==> config.mk <==
export PLATFORM = sky130hd
export DESIGN_NAME = uart_regfront
export DESIGN_NICKNAME = d
export VERILOG_FILES = /design/src/rtl/uart_regfront_pkg.sv /design/src/rtl/uart_regfront_fifo.sv /design/src/rtl/uart_regfront_ctrl.sv /design/src/rtl/uart_regfront_dp.sv /design/src/rtl/uart_regfront.sv
export SDC_FILE = /design/constraint.sdc
export NUM_CORES = 1
export LEC_CHECK = 0
export CORE_ASPECT_RATIO = 1.5
export CORE_MARGIN = 3
export CORE_UTILIZATION = 60
export DETAILED_ROUTE_END_ITERATION = 8
export PLACE_DENSITY = 0.77
export SYNTH_ARGS = -nofsm -noshare
export SYNTH_HDL_FRONTEND = slang
export SYNTH_SLANG_ARGS = --single-unit
==> constraint.sdc <==
create_clock -name clk -period 7.6 [get_ports clk]
set_input_delay 1.52 -clock clk [delete_from_list [all_inputs] [get_ports clk]]
set_output_delay 1.52 -clock clk [all_outputs]
set_load 0.1 [all_outputs]
==> src/rtl/uart_regfront_pkg.sv <==
package uart_regfront_pkg;
  localparam int unsigned ADDR_W = 2;
  localparam logic [ADDR_W-1:0] OFF_DATA = 2'd0;
  localparam logic [ADDR_W-1:0] OFF_IEN  = 2'd1;
  localparam logic [ADDR_W-1:0] OFF_MODE = 2'd2;
  localparam logic [ADDR_W-1:0] OFF_BANK = 2'd3;

  typedef struct packed {
    logic rxPop;
    logic txPush;
    logic flush;
    logic fifoEn;
  } dpStrobe_t;
endpackage

==> src/rtl/uart_regfront_fifo.sv <==
module uart_regfront_fifo #(
  parameter int unsigned DATA_W = 8,
  parameter int unsigned DEPTH  = 16
) (
  input  logic              clk,
  input  logic              rstN,
  input  logic              flush,
  input  logic              push,
  input  logic [DATA_W-1:0] din,
  input  logic              pop,
  output logic [DATA_W-1:0] head,
  output logic              empty,
  output logic              full
);
  localparam int unsigned PTR_W = (DEPTH > 1) ? $clog2(DEPTH) : 1;
  localparam int unsigned CNT_W = $clog2(DEPTH + 1);
  localparam logic [PTR_W-1:0] LAST = PTR_W'(DEPTH - 1);

  logic [DATA_W-1:0] mem [DEPTH];
  logic [PTR_W-1:0]  wrPtr, rdPtr;
  logic [CNT_W-1:0]  count;
  logic              doPush, doPop;

  assign empty  = (count == '0);
  assign full   = (count == CNT_W'(DEPTH));
  assign doPush = push && !full;
  assign doPop  = pop && !empty;
  assign head   = mem[rdPtr];

  always_ff @(posedge clk) begin
    if (!rstN || flush) begin
      wrPtr <= '0;
      rdPtr <= '0;
      count <= '0;
    end else begin
      if (doPush) wrPtr <= (wrPtr == LAST) ? '0 : wrPtr + 1'b1;
      if (doPop)  rdPtr <= (rdPtr == LAST) ? '0 : rdPtr + 1'b1;
      if (doPush && !doPop)      count <= count + 1'b1;
      else if (doPop && !doPush) count <= count - 1'b1;
    end
  end

  always_ff @(posedge clk) begin
    if (doPush) mem[wrPtr] <= din;
  end

  p_no_overflow_r3: assert property (@(posedge clk) disable iff (!rstN)
    (full && push && !pop && !flush) |=> $stable(count));
  p_empty_pop_r3: assert property (@(posedge clk) disable iff (!rstN)
    (empty && pop && !push) |=> empty);
  p_count_bound_r3: assert property (@(posedge clk) disable iff (!rstN)
    count <= CNT_W'(DEPTH));
endmodule

==> src/rtl/uart_regfront_ctrl.sv <==
module uart_regfront_ctrl
  import uart_regfront_pkg::*;
#(
  parameter int unsigned DATA_W = 8
) (
  input  logic              clk,
  input  logic              rstN,
  input  logic              cpuSel,
  input  logic              cpuWr,
  input  logic [ADDR_W-1:0] cpuAddr,
  input  logic [DATA_W-1:0] cpuWdata,
  input  logic              dmaRdAck,
  input  logic              dmaWrAck,
  input  logic [DATA_W-1:0] irqSrc,
  input  logic [DATA_W-1:0] rxData,
  output logic [DATA_W-1:0] cpuRdata,
  output logic              irqOut,
  output dpStrobe_t         strobe
);
  localparam int unsigned LO_W = DATA_W / 2;
  localparam int unsigned HI_W = DATA_W - LO_W;

  logic [1:0]        bankSel;
  logic              fifoEn, extMode;
  logic [DATA_W-1:0] ienReg;
  logic              dmaAny, cpuAcc, inBank0, inBank1;
  logic              ienWr, modeWr, bankWr;

  assign dmaAny  = dmaRdAck || dmaWrAck;
  assign cpuAcc  = cpuSel && !dmaAny;
  assign inBank0 = (bankSel == 2'd0);
  assign inBank1 = (bankSel == 2'd1);
  assign ienWr   = cpuAcc && cpuWr && inBank0 && (cpuAddr == OFF_IEN);
  assign modeWr  = cpuAcc && cpuWr && inBank1 && (cpuAddr == OFF_MODE);
  assign bankWr  = cpuAcc && cpuWr && (cpuAddr == OFF_BANK);

  always_comb begin
    strobe.rxPop  = dmaRdAck || (cpuAcc && !cpuWr && inBank0 && cpuAddr == OFF_DATA);
    strobe.txPush = dmaWrAck || (cpuAcc && cpuWr && inBank0 && cpuAddr == OFF_DATA);
    strobe.flush  = modeWr;
    strobe.fifoEn = fifoEn;
  end

  always_ff @(posedge clk) begin
    if (!rstN) begin
      bankSel <= '0;
      fifoEn  <= 1'b0;
      extMode <= 1'b0;
      ienReg  <= '0;
    end else begin
      if (bankWr) bankSel <= cpuWdata[1:0];
      if (modeWr) begin
        fifoEn  <= cpuWdata[0];
        extMode <= cpuWdata[1];
        if (!cpuWdata[1]) ienReg[DATA_W-1:LO_W] <= '0;
      end
      if (ienWr) begin
        ienReg[LO_W-1:0]      <= cpuWdata[LO_W-1:0];
        ienReg[DATA_W-1:LO_W] <= extMode ? cpuWdata[DATA_W-1:LO_W] : '0;
      end
    end
  end

  always_comb begin
    cpuRdata = '0;
    if (dmaRdAck) begin
      cpuRdata = rxData;
    end else if (cpuAcc && !cpuWr) begin
      case (cpuAddr)
        OFF_DATA: if (inBank0) cpuRdata = rxData;
        OFF_IEN:  if (inBank0) cpuRdata = ienReg;
        OFF_MODE: if (inBank1) cpuRdata = {{(DATA_W-2){1'b0}}, extMode, fifoEn};
        default:  cpuRdata = {{(DATA_W-2){1'b0}}, bankSel};
      endcase
    end
  end

  assign irqOut = |(ienReg & irqSrc);

  p_upper_masked_r6: assert property (@(posedge clk) disable iff (!rstN)
    !extMode |-> (ienReg[DATA_W-1:LO_W] == HI_W'(0)));
  p_dma_any_bank_r5: assert property (@(posedge clk) disable iff (!rstN)
    (dmaWrAck || dmaRdAck) |-> (strobe.txPush == dmaWrAck) || strobe.rxPop);
  p_bank_gate_r4: assert property (@(posedge clk) disable iff (!rstN)
    (!dmaAny && !inBank0) |-> !strobe.rxPop && !strobe.txPush);
  p_ien_hold_r7: assert property (@(posedge clk) disable iff (!rstN)
    (!ienWr && !modeWr) |=> $stable(ienReg));
endmodule

==> src/rtl/uart_regfront_dp.sv <==
module uart_regfront_dp
  import uart_regfront_pkg::*;
#(
  parameter int unsigned DATA_W = 8,
  parameter int unsigned DEPTH  = 16
) (
  input  logic              clk,
  input  logic              rstN,
  input  dpStrobe_t         strobe,
  input  logic [DATA_W-1:0] txIn,
  input  logic              rxPush,
  input  logic [DATA_W-1:0] rxByte,
  input  logic              txPop,
  output logic [DATA_W-1:0] rxData,
  output logic [DATA_W-1:0] txByte,
  output logic              txEmpty,
  output logic              txOverrun
);
  logic [DATA_W-1:0] rxHold, rxLast, txHold, rxHead, txHead;
  logic              txValid, rxEmpty, rxFull, txFifoEmpty, txFull;

  uart_regfront_fifo #(.DATA_W(DATA_W), .DEPTH(DEPTH)) rxFifo (
    .clk(clk), .rstN(rstN), .flush(strobe.flush),
    .push(strobe.fifoEn && rxPush), .din(rxByte),
    .pop(strobe.fifoEn && strobe.rxPop),
    .head(rxHead), .empty(rxEmpty), .full(rxFull));

  uart_regfront_fifo #(.DATA_W(DATA_W), .DEPTH(DEPTH)) txFifo (
    .clk(clk), .rstN(rstN), .flush(strobe.flush),
    .push(strobe.fifoEn && strobe.txPush), .din(txIn),
    .pop(strobe.fifoEn && txPop),
    .head(txHead), .empty(txFifoEmpty), .full(txFull));

  always_ff @(posedge clk) begin
    if (!rstN) begin
      rxHold    <= '0;
      rxLast    <= '0;
      txHold    <= '0;
      txValid   <= 1'b0;
      txOverrun <= 1'b0;
    end else begin
      if (!strobe.fifoEn && rxPush) rxHold <= rxByte;
      if (strobe.fifoEn && strobe.rxPop && !rxEmpty) rxLast <= rxHead;
      if (strobe.flush) begin
        txValid   <= 1'b0;
        txOverrun <= 1'b0;
      end else if (!strobe.fifoEn) begin
        if (strobe.txPush) begin
          txHold  <= txIn;
          txValid <= 1'b1;
        end else if (txPop) begin
          txValid <= 1'b0;
        end
      end else if (strobe.txPush && txFull) begin
        txOverrun <= 1'b1;
      end
    end
  end

  assign rxData  = strobe.fifoEn ? (rxEmpty ? rxLast : rxHead) : rxHold;
  assign txByte  = strobe.fifoEn ? txHead : txHold;
  assign txEmpty = strobe.fifoEn ? txFifoEmpty : !txValid;

  p_overrun_sticky_r3: assert property (@(posedge clk) disable iff (!rstN)
    (txOverrun && !strobe.flush) |=> txOverrun);
  p_flush_clears_r9: assert property (@(posedge clk) disable iff (!rstN)
    strobe.flush |=> !txOverrun && txEmpty);
endmodule

==> src/rtl/uart_regfront.sv <==
module uart_regfront
  import uart_regfront_pkg::*;
#(
  parameter int unsigned DATA_W = 8,
  parameter int unsigned DEPTH  = 16
) (
  input  logic              clk,
  input  logic              rstN,
  input  logic              cpuSel,
  input  logic              cpuWr,
  input  logic [1:0]        cpuAddr,
  input  logic [DATA_W-1:0] cpuWdata,
  output logic [DATA_W-1:0] cpuRdata,
  input  logic              dmaRdAck,
  input  logic              dmaWrAck,
  input  logic              rxPush,
  input  logic [DATA_W-1:0] rxByte,
  input  logic              txPop,
  output logic [DATA_W-1:0] txByte,
  output logic              txEmpty,
  output logic              txOverrun,
  input  logic [DATA_W-1:0] irqSrc,
  output logic              irqOut
);
  dpStrobe_t         strobe;
  logic [DATA_W-1:0] rxData;

  uart_regfront_ctrl #(.DATA_W(DATA_W)) ctrl (
    .clk(clk), .rstN(rstN), .cpuSel(cpuSel), .cpuWr(cpuWr),
    .cpuAddr(cpuAddr), .cpuWdata(cpuWdata), .dmaRdAck(dmaRdAck),
    .dmaWrAck(dmaWrAck), .irqSrc(irqSrc), .rxData(rxData),
    .cpuRdata(cpuRdata), .irqOut(irqOut), .strobe(strobe));

  uart_regfront_dp #(.DATA_W(DATA_W), .DEPTH(DEPTH)) dp (
    .clk(clk), .rstN(rstN), .strobe(strobe), .txIn(cpuWdata),
    .rxPush(rxPush), .rxByte(rxByte), .txPop(txPop),
    .rxData(rxData), .txByte(txByte), .txEmpty(txEmpty),
    .txOverrun(txOverrun));
endmodule

==> insert_results.sql, run 1 <==
INSERT INTO impl_metrics (metric_group, metric, value, unit) VALUES
('clock_network', 'clk_pin_slew', '70', 'ps'),
('cells_and_area', 'final_area', '0.01524', 'mm2'),
('worst_hold_path', 'hold_class', 'reg -> reg', ''),
('sta', 'fmax', '163.5', 'MHz'),
('critical_path', 'critical_path.max_fanout', '11', ''),
('sta', 'tightestPinTransition', '1358', 'ps'),
('power', 'worst_ir_drop_vdd', '0.2154', 'mV'),
('synthesis', 'average_cell_area_after_synthesis', '15.69', 'um2'),
('worst_hold_path', 'min_to', 'dp.rxLast[4]$_SDFFE_PN0N_', ''),
('floorplan', 'starting_density_of_the_core', '0.6177', ''),
('detailed_routing', 'drt_iter0_drc', '514', ''),
('synthesis', 'async_flop_share', '0', ''),
('critical_path', 'crit_slowest_cell', 'clkdlybuf4s50_1', ''),
('floorplan', 'dieHeight', '190.2', 'um'),
('critical_path', 'slowest_delay', '1150', 'ps'),
('power', 'power_per_cell_area', '232.0', 'mW/mm2'),
('clock_network', 'cts_max_path_buffers', '3', ''),
('synthesis', 'synth_enable_flop_cells', '256', ''),
('floorplan', 'floorplan.rows', '66', ''),
('critical_path', 'arrival', '4600', 'ps'),
('synthesis', 'synth.most_common_cell', 'edfxtp_1', ''),
('power', 'power.share.clock', '0.417', ''),
('global_route', 'pin_count_of_the_biggest_net_entering_global_routing', '39', ''),
('floorplan', 'pin_count', '53', ''),
('global_route', 'grt_use_total', '0.2419', ''),
('sta', 'maxSlewViolCount', '0', ''),
('global_route', 'grt.overflow.total', '0', ''),
('placed_design', 'dpl-instance-area', '0.01427', 'mm2'),
('run', 'drv_cap', '0', ''),
('sta', 'layout_setup_ws', '1483', 'ps'),
('critical_path', 'critPathMostFrequentCell', 'clkdlybuf4s50_1', ''),
('global_route', 'number_of_antenna_violations_at_the_first_check_in_global_routing', '0', ''),
('clock_network', 'total_of_cells_resized_after_clock_tree_synthesis', '0', ''),
('floorplan', 'core_area', '0.02197', 'mm2'),
('synthesis', 'ys_warn_count', '0', ''),
('detailed_routing', 'pre_repair_dr_iteration_count', '5', ''),
('cells_and_area', 'nets', '964', ''),
('synthesis', 'yosysTopAreaCellShare', '0.5666', ''),
('synthesis', 'netlist_area', '0.01357', 'mm2'),
('clock_network', 'root_buffer', 'clkbuf_16', ''),
('critical_path', 'critical_path.reg2reg.startpoint', 'ctrl.bankSel[1]$_SDFFE_PN0P_', ''),
('clock_network', 'h-tree-depth', '1', ''),
('synthesis', 'synthesized_instance_count', '865', ''),
('power', 'sequentialPowerShare', '0.548', ''),
('sta', 'clock-skew-final', '10.61', 'ps'),
('detailed_routing', 'route.detailed.drc', '0', ''),
('cells_and_area', 'drive_above_1_share', '0.1447', ''),
('sta', 'finalHoldWorstSlack', '472.8', 'ps'),
('synthesis', 'synth_nets', '919', ''),
('floorplan', 'fp.dieArea', '0.02449', 'mm2'),
('critical_path', 'end_kind', 'output port', ''),
('outcome', 'outcome', 'finished clean', ''),
('cells_and_area', 'area_added_between_synthesis_and_finish', '12.35', '%'),
('cells_and_area', 'instances_no_fill', '1205', ''),
('critical_path', 'timing.rr.end', 'dp.rxFifo.count[4]$_SDFFE_PP0P_', ''),
('worst_hold_path', 'hp_start', 'dp.rxLast[4]$_SDFFE_PN0N_', ''),
('sta', 'period_minus_slack', '6117', 'ps'),
('synthesis', 'ys_ff_latch', '328', ''),
('critical_path', 'rrSetupSlack', '3690', 'ps'),
('synthesis', 'yosysUniqueCellTypes', '61', ''),
('global_route', 'grt_first_pass_wirelength', '45460', 'um'),
('cells_and_area', 'antenna_cells', '0', ''),
('detailed_routing', 'postRouteAntennaNets', '0', ''),
('critical_path', 'worstRegToRegCells', '12', ''),
('critical_path', 'startpoint_type', 'input port', ''),
('sta', 'grt_setup_unrepaired', 'false', ''),
('placed_design', 'portBuffers', '52', ''),
('synthesis', 'synthDominantAreaCellType', 'edfxtp_1', ''),
('sta', 'setup-tns-final', '0', 'ps'),
('sta', 'final_hold_viol_count', '0', ''),
('power', 'p_int', '2.822', 'mW');
==> state kept, by name (all words and copies together), names as in the netlist, named ones only <==
| register | count |
|---|---|
| dp.txFifo.count | 5 |
| dp.txHold | 8 |
| dp.rxFifo.mem | 128 |
| dp.txOverrun | 1 |
| dp.rxHold | 8 |
| dp.txFifo.mem | 128 |
| dp.rxFifo.rdPtr | 4 |
| ctrl.extMode | 1 |
| ctrl.ienReg | 8 |
| ctrl.fifoEn | 1 |
| dp.txValid | 1 |
| dp.rxFifo.wrPtr | 4 |
| ctrl.bankSel | 2 |
| dp.txFifo.wrPtr | 4 |
| dp.txFifo.rdPtr | 4 |
| dp.rxFifo.count | 5 |
| dp.rxLast | 8 |
==> power groups by stage <==
stage / clock network [mW] / logic, mW / registers (mW)
2_1_floorplan: 0 / 0.0637 / 1.98
3_3_place_gp: 0 / 0.117 / 1.98
3_5_place_dp: 0 / 0.122 / 1.98
4_1_cts: 1.49 / 0.123 / 1.94
5_1_grt: 1.57 / 0.129 / 1.94
6_report: 1.47 / 0.122 / 1.94
==> cell families after synthesis <==
logic type / share of synthesized area
buffers and inverters: 0.02176
multiplexers: 0.1395
flip-flops: 0.6728
AND/OR/NAND/NOR: 0.07553
AO/OA/AOI/OAI: 0.06308
XOR/XNOR: 0.007746
adder cells (fa/ha/maj): 0.01955
==> stage by stage <==
step / util / total power [mW]
finish: 0.6940 / 3.536
global route: 0.6940 / 3.638
CTS: 0.6937 / 3.557
detailed placement: 0.6496 / 2.100
global placement: 0.6496 / 2.095
floorplan: - / 2.040
==> worst max-delay path, delay by kind of cell <==
kind	cells	cell delay, ps
compound gates	1	260
buf+inv	2	1760
simple gates	3	1060
==> metal layers <==
metal	track usage	share of wire	vias to the layer above	wire, um
met1	0.2779	0.36	3816	10200
met2	0.4537	0.56	278	15950
met3	0.02949	0.047	69	1346
met4	0.09216	0.041	0	1161
met5	0	0	-	0
li1	-	-	3445	-
==> cell usage in the layout, fill, tap and decap left out, drive strengths merged, types with 3 or more instances in the layout <==
master         netlist  layout
edfxtp             256     256
dfxtp               72      72
nor2                69      69
mux4                64      64
clkdlybuf4s50        0      52
nand2               50      50
mux2i               44      44
a21oi               38      38
clkbuf              25      34
nor2b               28      28
o21ai               25      25
ha                  18      18
inv                 13      14
nor3                13      13
clkinv               0      12
a22o                11      11
buf                 24      11
nand3                8       8
xnor2                8       8
o22ai                8       8
a21o                 7       7
nand2b               7       7
a31oi                7       7
a22oi                6       6
a21boi               6       6
a221oi               6       6
and3                 5       5
nor4                 5       5
and2                 4       4
xor2                 4       4
a32oi                4       4
bufinv               0       4
nor3b                3       3
clkinvlp             0       3
==> final cells by class <==
type                       count  area, um2
sequential                   328       9133
fill                        1380       6723
multi-input combinational    475       4149
clock buffer                  34      754.5
timing repair buffer          63      603.1
tap                          272      340.3
clock inverter                20      215.2
inverter                      13      48.80
==> worst max-delay path by stage <==
stage	start	to	slack (ps)	depth (start not counted)
2_1_floorplan	dmaRdAck	cpuRdata[1]	1940	6
3_3_place_gp	dmaRdAck	cpuRdata[1]	1560	7
3_5_place_dp	dmaRdAck	cpuRdata[2]	1500	6
4_1_cts	dmaRdAck	cpuRdata[2]	1500	6
5_1_grt	cpuAddr[0]	cpuRdata[6]	1300	6
6_report	dmaRdAck	cpuRdata[6]	1480	6
Power figures use the tool's default switching activity.
==> inputs of run 2 (changes only) <==
- clock period: 7.6 -> 6 ns (I/O delays scaled with it)
==> run 2 against run 1 <==
Net effect:
- clock-buffer cell count rose by 3
- die area stayed put
- combinational power increased by 27%
- global-route usage fell by 0.13 points
- sequential cell count is the same
- utilization decreased by 0.54 points
- worst hold slack hardly changed
- critical endpoint is now txByte[6]
- largest power group unchanged
- highest routed layer unchanged
==> insert_results.sql, run 2 (same netlist as run 1, synthesis figures left out) <==
INSERT INTO impl_metrics (metric_group, metric, value, unit) VALUES
('clock_network', 'root_buffer', 'clkbuf_16', ''),
('sta', 'fmax', '204.2', 'MHz'),
('critical_path', 'arrival', '3700', 'ps'),
('critical_path', 'crit_slowest_cell', 'clkdlybuf4s50_1', ''),
('sta', 'maxSlewViolCount', '0', ''),
('global_route', 'grt_use_total', '0.2405', ''),
('sta', 'post_route_fraction_of_the_period_consumed_by_the_critical_path', '0.8163', ''),
('sta', 'layout_setup_ws', '1102', 'ps'),
('power', 'power_per_cell_area', '288.7', 'mW/mm2'),
('sta', 'clock-skew-final', '7.470', 'ps'),
('floorplan', 'pin_count', '53', ''),
('clock_network', 'clk_pin_slew', '70', 'ps'),
('critical_path', 'worstRegToRegCells', '11', ''),
('clock_network', 'worst_skew_pair.late_latency', '540', 'ps'),
('cells_and_area', 'mostFrequentLayoutCell', 'edfxtp_1', ''),
('placed_design', 'pre_cts_slack', '932.8', 'ps'),
('detailed_routing', 'route.detailed.wl_per_inst', '24.03', 'um'),
('outcome', 'outcome', 'finished clean', ''),
('critical_path', 'slowest_delay', '990', 'ps'),
('clock_network', 'h-tree-depth', '1', ''),
('clock_network', 'cts_hold_buf', '0', ''),
('critical_path', 'crit_type', 'reg -> out', ''),
('critical_path', 'critical_path.reg2reg.startpoint', 'ctrl.fifoEn$_SDFFE_PN0P_', ''),
('sta', 'final_hold_viol_count', '0', ''),
('placed_design', 'routabilityCongestion', '0.8712', ''),
('cells_and_area', 'top_regs', 'dp.rxFifo.mem: 128 flops, dp.txFifo.mem: 128 flops', ''),
('power', 'worst_ir_drop_vdd', '0.3347', 'mV'),
('cells_and_area', 'area_added_between_synthesis_and_finish', '11.48', '%'),
('detailed_routing', 'postRouteAntennaNets', '0', ''),
('sta', 'max_slew_margin', '0.1360', ''),
('clock_network', 'cts_max_path_buffers', '3', ''),
('sta', 'setup-tns-final', '0', 'ps'),
('critical_path', 'timing.rr.end', 'dp.rxFifo.count[4]$_SDFFE_PP0P_', ''),
('floorplan', 'starting_density_of_the_core', '0.6177', ''),
('cells_and_area', 'drive_above_1_share', '0.1444', ''),
('floorplan', 'floorplan.rows', '66', ''),
('detailed_routing', 'drt-total-wl', '28830', 'um'),
('cells_and_area', 'fill_cells', '1422', ''),
('critical_path', 'worst_setup_path_endpoint', 'txByte[6]', ''),
('critical_path', 'critical_path_data_required_time', '4800', 'ps'),
('detailed_routing', 'pre_repair_dr_iteration_count', '6', ''),
('detailed_routing', 'num_vias', '7564', ''),
('floorplan', 'die-width', '128.8', 'um'),
('clock_network', 'cts_tree', 'done', ''),
('cells_and_area', 'nets', '960', ''),
('placed_design', 'portBuffers', '52', ''),
('clock_network', 'post_cts.repair.setup_buffers', '0', ''),
('sta', 'period_minus_slack', '4898', 'ps'),
('critical_path', 'end_kind', 'output port', ''),
('detailed_routing', 'via_per_inst', '6.303', ''),
('critical_path', 'rrSetupSlack', '1890', 'ps'),
('sta', 'grt_setup_unrepaired', 'false', ''),
('detailed_routing', 'route.detailed.drc', '0', ''),
('cells_and_area', 'layout_common_cells', 'edfxtp_1 (256), nor2_1 (69), dfxtp_1 (69)', ''),
('critical_path', 'cp.buffers_inverters', '1', ''),
('global_route', 'grt.overflow.total', '0', ''),
('clock_network', 'cts_made_buffers', '29', ''),
('critical_path', 'category_of_cells_accounting_for_the_largest_share_of_critical_path_delay', 'buffers and inverters', ''),
('critical_path', 'number_of_cells_on_the_critical_path', '6', ''),
('global_route', 'number_of_antenna_violations_at_the_first_check_in_global_routing', '0', ''),
('clock_network', 'clock_sinks', '328', ''),
('global_route', 'pin_count_of_the_biggest_net_entering_global_routing', '39', ''),
('global_route', 'grt_first_pass_wirelength', '44690', 'um'),
('run', 'drv_cap', '0', ''),
('critical_path', 'startpoint_type', 'flip-flop', ''),
('floorplan', 'core_area', '0.02197', 'mm2'),
('sta', 'timing.final.setup_violations', '0', ''),
('clock_network', 'total_of_cells_resized_after_clock_tree_synthesis', '0', ''),
('floorplan', 'fp.dieArea', '0.02449', 'mm2'),
('sta', 'tightestPinTransition', '1286', 'ps'),
('critical_path', 'critical_path.max_fanout', '24', ''),
('critical_path', 'crit_path_cell_trace', 'mux4_2 -> mux2i_1 -> nor2_1 -> a21oi_1 -> o21ai_0 -> clkdlybuf4s50_1', ''),
('cells_and_area', 'antenna_cells', '0', ''),
('floorplan', 'dieHeight', '190.2', 'um'),
('worst_hold_path', 'worst_hold_path.num_cells', '2', ''),
('global_route', 'number_of_global_route_vias_before_repair', '7888', ''),
('placed_design', 'detailedPlacementHpwl', '20130', 'um'),
('worst_hold_path', 'hold_class', 'reg -> reg', ''),
('detailed_routing', 'drt_iter0_drc', '502', ''),
('power', 'power.leakage', '4.870', 'nW');
-- run 2: changes by cell type in the layout (fill, tap and decap cells not counted), moves of 3 or more --
cell / before / now
clkinv_1: 3 / 7
clkbuf_8: 1 / 4
buf_4: 11 / 15
clkdlybuf4s50_1: 52 / 44
bufinv_16: 4 / 1
-- run 2: worst min path at each step --
stage | from | to
3_5_place_dp | dp.rxLast[4]$_SDFFE_PN0N_ | dp.rxLast[4]$_SDFFE_PN0N_
6_report | dp.rxLast[2]$_SDFFE_PN0N_ | dp.rxLast[2]$_SDFFE_PN0N_
2_1_floorplan | dp.rxLast[0]$_SDFFE_PN0N_ | dp.rxLast[0]$_SDFFE_PN0N_
3_3_place_gp | dp.rxLast[3]$_SDFFE_PN0N_ | dp.rxLast[3]$_SDFFE_PN0N_
5_1_grt | dp.rxLast[2]$_SDFFE_PN0N_ | dp.rxLast[2]$_SDFFE_PN0N_
4_1_cts | dp.rxLast[3]$_SDFFE_PN0N_ | dp.rxLast[3]$_SDFFE_PN0N_
-- run 2: final cells by class --
type	instances	area [um2]	share of cell area
clock inverters	16	106.4	0.007031
flip-flops and latches	328	9133	0.6038
well taps	272	340.3	0.02250
multi-input cells	475	4149	0.2743
inverters	13	48.80	0.003226
clock buffers	37	795.8	0.05261
repair buffers	59	553.0	0.03656
-- run 2: worst reg2reg max path: stages (launching register included) --
cell and delay, ps:
dfxtp_1 830, inv_1 640, nor3_2 770, inv_1 200, ha_1 260, inv_1 140
ha_1 290, a21o_1 180, a21oi_1 180, xnor2_1 110, or3_1 310, a21oi_1 130
-- run 2: layer usage --
metal,track usage,part of all wire,up-vias
li1,-,-,3423
met1,0.2845,0.37,3799
met2,0.4321,0.53,250
met3,0.02893,0.043,92
met4,0.1144,0.053,0
met5,0,0,-
-- run 2: stage by stage --
step                      utilization  hold WS, ps  area [um2]  std cells  power [mW]
final                          0.6886        472.6       15130       1200       4.367
after CTS                      0.6884        470.7       15120       1200       4.388
after global placement         0.6473        456.7       14220       1147       2.657
after detailed placement       0.6473        459.1       14220       1147       2.662
after floorplan                     -        444.0       13570        865       2.584
after global routing           0.6886        484.5       15130       1200       4.485
-- run 2: power by group --
part / leakage (nW) / switching [mW] / total [mW] / internal, mW
Sequential: 2.88 / 0.00458 / 2.46 / 2.45
Clock: 0.444 / 0.779 / 1.75 / 0.976
Combinational: 1.54 / 0.109 / 0.155 / 0.0461
==> inputs of run 3 (changes only) <==
- clock period: 6 -> 4.9 ns (I/O delays scaled with it)
==> run 3 against run 2 <==
Net effect:
- non-clock buffer count rose by 11
- clock skew rose by 2.0 ps
- power increased by 31%
- setup slack worse by 460 ps
- worst hold slack better by 4.4 ps
- register-to-register slack got worse by 440 ps
- sequential power increased by 22%
- global-route usage is essentially flat
- clock-buffer cell count up 2
- clock power is 44% higher
- highest routed layer unchanged
- largest power group unchanged
- critical path depth stayed put
==> insert_results.sql, run 3 (same netlist as run 1, synthesis figures left out) <==
INSERT INTO impl_metrics (metric_group, metric, value, unit) VALUES
('global_route', 'number_of_antenna_violations_at_the_first_check_in_global_routing', '0', ''),
('floorplan', 'die-width', '128.8', 'um'),
('floorplan', 'pin_count', '53', ''),
('sta', 'final_hold_viol_count', '0', ''),
('critical_path', 'critical_path.max_fanout', '19', ''),
('floorplan', 'floorplan.rows', '66', ''),
('power', 'worst_ir_drop_vdd', '0.3279', 'mV'),
('clock_network', 'cts_tree', 'done', ''),
('cells_and_area', 'area_added_between_synthesis_and_finish', '13.91', '%'),
('sta', 'grt_setup_unrepaired', 'false', ''),
('detailed_routing', 'via_per_inst', '6.271', ''),
('sta', 'finalHoldWorstSlack', '476.9', 'ps'),
('clock_network', 'total_of_cells_resized_after_clock_tree_synthesis', '0', ''),
('clock_network', 'clk_pin_slew', '70', 'ps'),
('clock_network', 'cts_max_path_buffers', '3', ''),
('floorplan', 'core_area', '0.02197', 'mm2'),
('placed_design', 'detailedPlacementHpwl', '20020', 'um'),
('clock_network', 'post_cts.repair.setup_buffers', '0', ''),
('power', 'power.leakage', '5.051', 'nW'),
('critical_path', 'startpoint_type', 'flip-flop', ''),
('sta', 'tightestPinTransition', '1063', 'ps'),
('sta', 'clock-skew-final', '9.463', 'ps'),
('power', 'p_switching', '1.117', 'mW'),
('cells_and_area', 'drive_above_1_share', '0.1723', ''),
('cells_and_area', 'regArea', '0.009133', 'mm2'),
('critical_path', 'critical_path_data_required_time', '3920', 'ps'),
('global_route', 'grt.overflow.total', '0', ''),
('worst_hold_path', 'hold_class', 'reg -> reg', ''),
('global_route', 'grt_first_pass_wirelength', '45240', 'um'),
('clock_network', 'h-tree-depth', '1', ''),
('sta', 'max_slew_margin', '0.2901', ''),
('power', 'combPwrFrac', '0.034', ''),
('cells_and_area', 'antenna_cells', '0', ''),
('sta', 'post_route_fraction_of_the_period_consumed_by_the_critical_path', '0.8687', ''),
('detailed_routing', 'route.detailed.wl_per_inst', '23.79', 'um'),
('run', 'drv_cap', '0', ''),
('floorplan', 'dieHeight', '190.2', 'um'),
('sta', 'period_minus_slack', '4256', 'ps'),
('detailed_routing', 'drt_iter0_drc', '560', ''),
('detailed_routing', 'postRouteAntennaNets', '0', ''),
('sta', 'timing.final.setup_violations', '0', ''),
('clock_network', 'root_buffer', 'clkbuf_16', ''),
('cells_and_area', 'layout_common_cells', 'edfxtp_1 (256), nor2_1 (69), dfxtp_1 (69)', ''),
('critical_path', 'arrival', '3280', 'ps'),
('placed_design', 'routabilityCongestion', '0.8492', ''),
('global_route', 'number_of_global_route_vias_before_repair', '8021', ''),
('placed_design', 'portBuffers', '52', ''),
('clock_network', 'clock_sinks', '328', ''),
('cells_and_area', 'top_regs', 'dp.rxFifo.mem: 128 flops, dp.txFifo.mem: 128 flops', ''),
('floorplan', 'fp.dieArea', '0.02449', 'mm2'),
('detailed_routing', 'drt-total-wl', '28840', 'um'),
('clock_network', 'cts_hold_buf', '0', ''),
('power', 'power.share.clock', '0.440', ''),
('outcome', 'outcome', 'finished clean', ''),
('detailed_routing', 'num_vias', '7600', ''),
('sta', 'setup-tns-final', '0', 'ps'),
('global_route', 'grt_use_total', '0.2404', ''),
('cells_and_area', 'nets', '971', ''),
('cells_and_area', 'mostFrequentLayoutCell', 'edfxtp_1', ''),
('power', 'post-layout-total-power', '5.726', 'mW'),
('critical_path', 'crit_type', 'reg -> out', ''),
('clock_network', 'worst_skew_pair.late_latency', '550', 'ps'),
('cells_and_area', 'fill_cells', '1348', ''),
('sta', 'fmax', '234.9', 'MHz'),
('power', 'sequentialPowerShare', '0.525', ''),
('cells_and_area', 'multi_input_comb_area', '0.004144', 'mm2'),
('critical_path', 'end_kind', 'output port', ''),
('sta', 'maxSlewViolCount', '0', ''),
('power', 'p_int', '4.609', 'mW'),
('detailed_routing', 'route.detailed.drc', '0', ''),
('power', 'switching_share', '0.1951', ''),
('clock_network', 'cts_made_buffers', '29', ''),
('detailed_routing', 'pre_repair_dr_iteration_count', '8', ''),
('global_route', 'pin_count_of_the_biggest_net_entering_global_routing', '39', ''),
('floorplan', 'starting_density_of_the_core', '0.6177', ''),
('power', 'power_per_cell_area', '370.5', 'mW/mm2');
-- run 3: final timing paths --
path | to | startpoint | cells after the start | slack [ps]
worst min register to register | dp.rxLast[3]$_SDFFE_PN0N_ | dp.rxLast[3]$_SDFFE_PN0N_ | 2 | 480
worst max-delay path | cpuRdata[4] | flip-flop | 6 | 640
worst min-delay path | dp.rxLast[3]$_SDFFE_PN0N_ | dp.rxLast[3]$_SDFFE_PN0N_ | 2 | 480
worst max register to register | dp.rxFifo.count[4]$_SDFFE_PP0P_ | dp.rxFifo.count[0]$_SDFFE_PP0P_ | 12 | 1450
-- run 3: final cells by class --
class                   count  area share
flip-flops and latches    328      0.5909
well taps                 272     0.02202
multi-input cells         475      0.2681
inverters                  13    0.003157
clock inverters            15     0.01514
repair buffers             70     0.04517
clock buffers              39     0.05546
-- run 3: power by group through the flow --
stage | Sequential [mW] | Clock [mW] | Combinational (mW)
3_5_place_dp | 3.07 | 0 | 0.195
5_1_grt | 3.01 | 2.65 | 0.207
2_1_floorplan | 3.07 | 0 | 0.0987
3_3_place_gp | 3.07 | 0 | 0.188
4_1_cts | 3.01 | 2.55 | 0.196
6_report | 3.01 | 2.52 | 0.196
-- run 3: critical path, stage by stage (launching register included) --
cell and delay, ps:
dfxtp_2 770, buf_4 410, mux4_2 610, a221oi_2 360, nand3_1 120, a22o_1 270
buf_12 190
-- run 3: metal layers --
layer	track usage	vias up	share of wire
met5	0	-	0
li1	-	3444	-
met1	0.2730	3832	0.35
met2	0.4605	248	0.57
met4	0.08812	0	0.038
met3	0.02303	76	0.039
-- run 3: stage by stage --
stage | setup WS, ps | instances | cell area [um2] | utilization
detailed placement | 614.9 | 1158 | 14360 | 0.6539
floorplan | 324.9 | 865 | 13570 | -
global route | 405.6 | 1212 | 15450 | 0.7036
global placement | 698.8 | 1158 | 14360 | 0.6539
finish | 643.5 | 1212 | 15450 | 0.7036
CTS | 588.1 | 1212 | 15450 | 0.7036
